==> src/rtl/nv_shadow_ctrl.sv <==
module nv_shadow_ctrl #(
  parameter int AW     = 4,
  parameter int DW     = 8,
  parameter int ST_CYC = 64,
  parameter int RC_CYC = 40,
  parameter int PU_CYC = 48
) (
  input  logic          clk,
  input  logic          rst_n,
  input  logic          supply_ok,
  input  logic          supply_low,
  input  logic          store_req,
  input  logic          recall_req,
  input  logic          host_en,
  input  logic          host_we,
  input  logic [AW-1:0] host_addr,
  input  logic [DW-1:0] host_wdata,
  output logic [DW-1:0] host_rdata,
  output logic          busy
);
  localparam int DEPTH = 1 << AW;
  localparam int TW = $clog2(ST_CYC + RC_CYC + PU_CYC + 1);

  typedef enum logic [1:0] {S_IDLE, S_WIPE, S_COPY, S_HOLD} st_t;

  st_t           st;
  logic          is_store;
  logic          pf_pend;
  logic [AW-1:0] idx;
  logic [TW-1:0] tmr, dur;
  logic [DW-1:0] work   [DEPTH];
  logic [DW-1:0] shadow [DEPTH];

  wire idle     = (st == S_IDLE);
  wire go_pu    = idle & pf_pend & supply_ok;
  wire go_st    = idle & ~pf_pend & store_req & supply_ok;
  wire go_rc    = idle & ~pf_pend & ~go_st & recall_req;
  wire host_ok  = idle & host_en;
  wire last_idx = (idx == AW'(DEPTH - 1));

  assign busy = ~idle;

  always_ff @(posedge clk) begin
    if (!rst_n) begin
      st         <= S_IDLE;
      is_store   <= 1'b0;
      pf_pend    <= 1'b1;
      idx        <= '0;
      tmr        <= '0;
      dur        <= '0;
      host_rdata <= '0;
    end else begin
      pf_pend <= (pf_pend & ~go_pu) | supply_low;
      if (host_ok && !host_we) host_rdata <= work[host_addr];
      case (st)
        S_IDLE: begin
          idx <= '0;
          tmr <= '0;
          if (go_pu || go_st || go_rc) begin
            st       <= S_WIPE;
            is_store <= go_st;
            dur      <= go_pu ? TW'(PU_CYC) : go_st ? TW'(ST_CYC) : TW'(RC_CYC);
          end
        end
        S_WIPE: begin
          tmr <= tmr + 1'b1;
          idx <= idx + 1'b1;
          if (last_idx) st <= S_COPY;
        end
        S_COPY: begin
          tmr <= tmr + 1'b1;
          idx <= idx + 1'b1;
          if (last_idx) st <= S_HOLD;
        end
        default: begin
          tmr <= tmr + 1'b1;
          if (tmr >= dur - 1'b1) st <= S_IDLE;
        end
      endcase
    end
  end

  always_ff @(posedge clk) begin
    if (host_ok && host_we) work[host_addr] <= host_wdata;
    if (st == S_WIPE) begin
      if (is_store) shadow[idx] <= '1;
      else          work[idx]   <= '0;
    end
    if (st == S_COPY) begin
      if (is_store) shadow[idx] <= work[idx];
      else          work[idx]   <= shadow[idx];
    end
  end
endmodule

==> config.mk <==
export PLATFORM = sky130hd
export DESIGN_NAME = nv_shadow_ctrl
export DESIGN_NICKNAME = d
export VERILOG_FILES = /design/src/rtl/nv_shadow_ctrl.sv
export SDC_FILE = /design/constraint.sdc
export NUM_CORES = 1
export LEC_CHECK = 0
export BUFFER_PORTS_ARGS = -buffer_cell sky130_fd_sc_hd__clkbuf_2
export CAP_MARGIN = 20
export CORE_MARGIN = 1.5
export CORE_UTILIZATION = 40
export CTS_CLUSTER_DIAMETER = 40
export DETAILED_ROUTE_END_ITERATION = 8
export GPL_TIMING_DRIVEN = 1
export MAX_ROUTING_LAYER = met4
export PLACE_DENSITY_LB_ADDON = 0.08
export SYNTH_ARGS = -nofsm -noshare
export SYNTH_HDL_FRONTEND = slang
export SYNTH_SLANG_ARGS = --single-unit
==> constraint.sdc <==
create_clock -name clk -period 2.2 [get_ports clk]
set_clock_uncertainty 0.1 [all_clocks]
set_input_delay 0.33 -clock clk [delete_from_list [all_inputs] [get_ports clk]]
set_output_delay 0.33 -clock clk [all_outputs]
set_load 0.005 [all_outputs]
* Word level (Yosys, flattened, before mapping)
Memory sizes are Yosys's and may differ from the RTL's. A register that Yosys moved wholly into a read port is not among the register bits.
Cells that the tools add are included.
Widths: inputs -> output; s select.
** Word-level totals
- Register bits :: 24
- Output and inout bits :: 9
- Memories :: 2
- Input bits :: 20
- RAM bits :: 256
- Word-level logic and storage cells :: 78
** Cells by class
- Bitwise gates (word level) :: 17
- Reductions and logical operators :: 14
- $add $sub $neg :: 3
- $lt $le $gt $ge :: 1
- Muxes and demuxes :: 29
- Eq/ne operators :: 6
** Memories
- shadow :: words 16, width 8, rd ports 1, clocked after memory_dff 1, write ports 1, RTL line 32 : logic [DW-1:0] shadow [DEPTH];
- work :: words 16, width 8, rd ports 2, clocked after memory_dff 2, write ports 1, RTL line 31 : logic [DW-1:0] work [DEPTH];
** Operator list (count)
- $mux 8 :: 3
- $mux 4 :: 5
- $mux 7 :: 2
- $mux 1 :: 13
- $and 1x1->1 :: 9
- $add 8x1->8 const B :: 1
- $ge 8x8->1 :: 1
- $mux 2 :: 4
- $pmux 4 s2 :: 1
- $reduce_or 8->1 :: 1
- $sub 8x1->8 const B :: 1
- $pmux 2 s3 :: 1
- $not 1->1 :: 5
- $add 4x1->4 const B :: 1
- $eq 4x4->1 const B :: 1
- $ne 2x2->1 const B :: 2
- $reduce_and 4->1 :: 1
- $reduce_bool 4->1 :: 1
- $reduce_or 2->1 :: 2
- $or 1x1->1 :: 3
- $eq 2x1->1 const B :: 1
- $eq 2x2->1 const B :: 1
- $logic_and 1x1->1 :: 2
- $logic_not 1->1 :: 2
- 5 further kinds :: 6

* Longest topological paths before layout
- Depth in word-level cells :: 10
- Gate-level depth with buffers :: 8

* Worst setup path before layout
Ideal clock, no wire load.
- Kind :: register -> register
- Start :: register st[0]
- End :: memory work[11][0], enable pin
- Period minus slack after synthesis :: 2.117 ns
- Setup time :: 0.370 ns
- Slack :: 0.083 ns
- Cell stages (with the launch flop) :: 7
- Data arrival time :: 1.647 ns
- Path through :: dfxtp_1 > inv_1 > ha_1 > o21bai_2 > buf_2 > a31oi_1 > nor2_1
** On the way
- Word-level cells in the longest chain between the ends :: 6
- Elaborated cells on any way between the ends :: 15
** Ends and longest elaborated chain
- from (decl) :: RTL line 26 : st_t st;
- from (signal assigned) :: RTL line 45 : st <= S_IDLE;
- from (signal assigned) :: RTL line 60 : st <= S_WIPE;
- from (signal assigned) :: RTL line 68 : if (last_idx) st <= S_COPY;
- $eq 2x1->1 (tied with other cells) :: RTL line 85 : if (st == S_WIPE) begin
- $mux 1 (tied with other cells) :: RTL line 85
- $mux 1 (not written as such) (tied with other cells) :: RTL line 87 : else work[idx] <= '0;
- $or 1x1->1 (no source line) or $mux 1 (tied branches)
- $reduce_or 8->1 (no source line) or $mux 1 (tied branches)
- $mux 4 (no source line) or $mux 1 (tied branches)
- to (decl) :: RTL line 31
Several ways; a longest one is shown, not always the timed one.

==> results.cfg <==
[status]
status = completed

[synth]
synth_edf_count = 256
synth.avg_cell_area_sq_um = 16.25
synth_top_family_by_area = multiplexers
yosys-top-cells-area = edfxtp_1 (61%), mux4_2 (10%), mux2i_1 (8.3%)
yosysMostFrequentCell = edfxtp_1
synth_flop_cell = edfxtp_1
syn_area_sq_mm = 0.01271
syn_inst = 782
synthDistinctLibCells = 47
synth_warnings = 0
synth_top_cell_area_share_pct = 60.50
synthTopCellsByCount = edfxtp_1 (256), mux2i_1 (105), mux4_2 (57)
synth_compound_area_share_pct = 4.973
yosys.area_share.simple_pct = 6.283
synth.area.mux_share_pct = 18.46
yosys.area_share.adder_pct = 1.477
ys_ff_latch = 288
synthArstFlopShare_pct = 0
synth_nets = 817
synth-xor-area-share_pct = 0.5515
yosysSeqAreaShare_pct = 65.54
yosys.area.top_type = edfxtp_1

[die]
num_rows = 65
die_h_um = 181.2
start_util_pct = 40.47
core_sq_mm = 0.03139
num_io_pins = 29
dieArea_sq_mm = 0.03284
die_w_um = 181.2

[sta]
hold_violations = 0
drv_slew = 0
worst_slack_ns = 0.02340
worstMarginPinSlew_ns = 0.7879
fmax_mhz = 459.4
hold_ws_ns = 0.04744
final-setup-viol-count = 0
max_slew_margin_pct = 47.37
period_share_pct = 98.94
period_minus_slack_ns = 2.177

[clock_network]
cts_buffer_depth = 3
cts_tree = done
path_clk_slew_ns = 0.05
clockRootBuffer = clkbuf_16
htreeDepth = 2
numCtsBuffers = 43
insertion_delay_ns = 0.54
clkSinkCount = 288

[setup_path]
path_class = register to register
start_kind = register
crit_fanout = 16
worst_setup_path_end_kind = register
cp.arrival_ns = 2.34
cp.required_ns = 2.36

[placement]
dp_hpwl_mm = 22.75
gp_congestion = 0.8312
postPlaceCellArea_sq_mm = 0.01398
placed_cells = 1263
numPortBuffers = 28
pre_cts_ws_ns = -0.09595

[global_routing]
grt_pass1_wl_mm = 49.55
antenna_found_initial = 0
track_usage_pct = 21.11
gr-total-overflow = 0
grt_max_degree = 38
grt_pass1_vias = 7883

[layout]
final_layout_size_suffix_gt1_share_pct = 31.58
area_delta_synth_final_pct = 23.95
diodes = 0
fin_nets = 951
n_fill_cell = 2612
finish.instance_area_sq_mm = 0.01575
final_cells = 1352

[detailed_routing]
drtIter0Drc = 566
drc_errors = 0
wl_mm = 33.79
vias = 7614
via_per_inst = 5.632
wl_per_cell_um = 24.99
ant_nets = 0
dr.pass1.iters = 5

[worst_hold_path]
hold_path.class = input port to register

[power_and_ir_drop]
p_per_area_mw_per_mm2 = 1091
total_leakage_power_nw = 5.670
irDropWorstVdd_mv = 0.7580

[job]
maxCapViolations = 0
power by group:
group	internal, mW	total (mW)	switching [mW]
clock network	4.22	6.75	2.53
logic	1.76	3.77	2.00
registers	6.46	6.66	0.197
repair_timing:
action                                  in CTS  in global routing
hold buffers                                 2                  0
setup buffers                                0                  5
pin swaps                                    5                  9
endpoints found under the hold margin        2                  0
endpoints found under the setup margin      96                257
resized for setup                           16                 34
cloned                                       1                  2
sequential cells by signal, summed over array words and instances (netlist names), named ones only:
name / count
shadow: 128
work: 128
host_rdata: 8
tmr: 8
dur: 4
idx: 4
st: 2
is_store: 1
pf_pend: 1
worst paths after layout:
path,startpoint,end,slack (ns),depth (start not counted)
worst min register to register,tmr[0],tmr[0],0.34,1
worst min-delay path,supply_ok,pf_pend,0.05,4
worst max register to register,register,shadow[10][1],0.02,5
worst max-delay path,register,shadow[10][1],0.02,5
critical path: stages, from the launching register on:
cell and delay (ns):
dfxtp_4 0.44, buf_12 0.18, mux4_2 0.54, mux2i_1 0.29
a22oi_1 0.12, buf_4 0.23
cell type report:
class	instances	area [sq um]	share of cell area, %
sequential	288	8337	52.94
multi-input combinational	435	4208	26.72
timing repair buffer	130	1189	7.547
clock buffer	51	1137	7.222
tap	402	503.0	3.194
clock inverter	28	307.8	1.954
inverter	18	67.56	0.4290
through the flow:
stage / total power, mW / util [%] / TNS, ns
final: 17.17 / 50.17 / 0
after floorplan: 8.821 / - / 0
after detailed placement: 10.04 / 44.55 / -2.081
after global routing: 17.77 / 50.17 / -0.01993
after CTS: 16.98 / 49.49 / -0.01034
after global placement: 9.965 / 44.51 / -0.2648
logic make-up (layout without fill, tap and decap cells):
kind of cell,Yosys count,in the layout
DFF,288,288
muxes,163,163
and+or+nand+nor,163,163
AOI/OAI and AO/OA,86,86
buffers and inverters,59,227
adders and majority gates,15,15
xor gates and xnor gates,8,8
placed cells by master (no fill, tap or decap), types with 5 or more instances in the layout:
master,n
clkbuf_1,6
ha_1,13
nand2_1,43
nand2b_1,10
inv_1,14
edfxtp_1,256
nand4_1,8
o21ai_0,5
buf_12,16
o221ai_1,7
buf_4,77
clkinvlp_4,5
nor2_1,34
clkinv_2,5
clkinv_4,6
and3_1,5
a32oi_1,9
mux4_2,57
nand3_1,13
inv_6,6
nor3_1,9
clkbuf_2,28
dfxtp_1,27
clkbuf_16,45
nor2_2,10
nor2b_1,10
mux2i_1,103
a22oi_1,40
layer usage:
layer | global-route usage [%] | vias to the layer above | part of all wire, % | wire length, um
li1 | - | 3393 | - | -
met1 | 27.00 | 3921 | 43 | 14470
met2 | 34.32 | 229 | 49 | 16610
met3 | 3.205 | 71 | 4.9 | 1667
met4 | 7.533 | 0 | 3.1 | 1045
met5 | - | - | 0 | 0
Power figures use the tool's default switching activity.
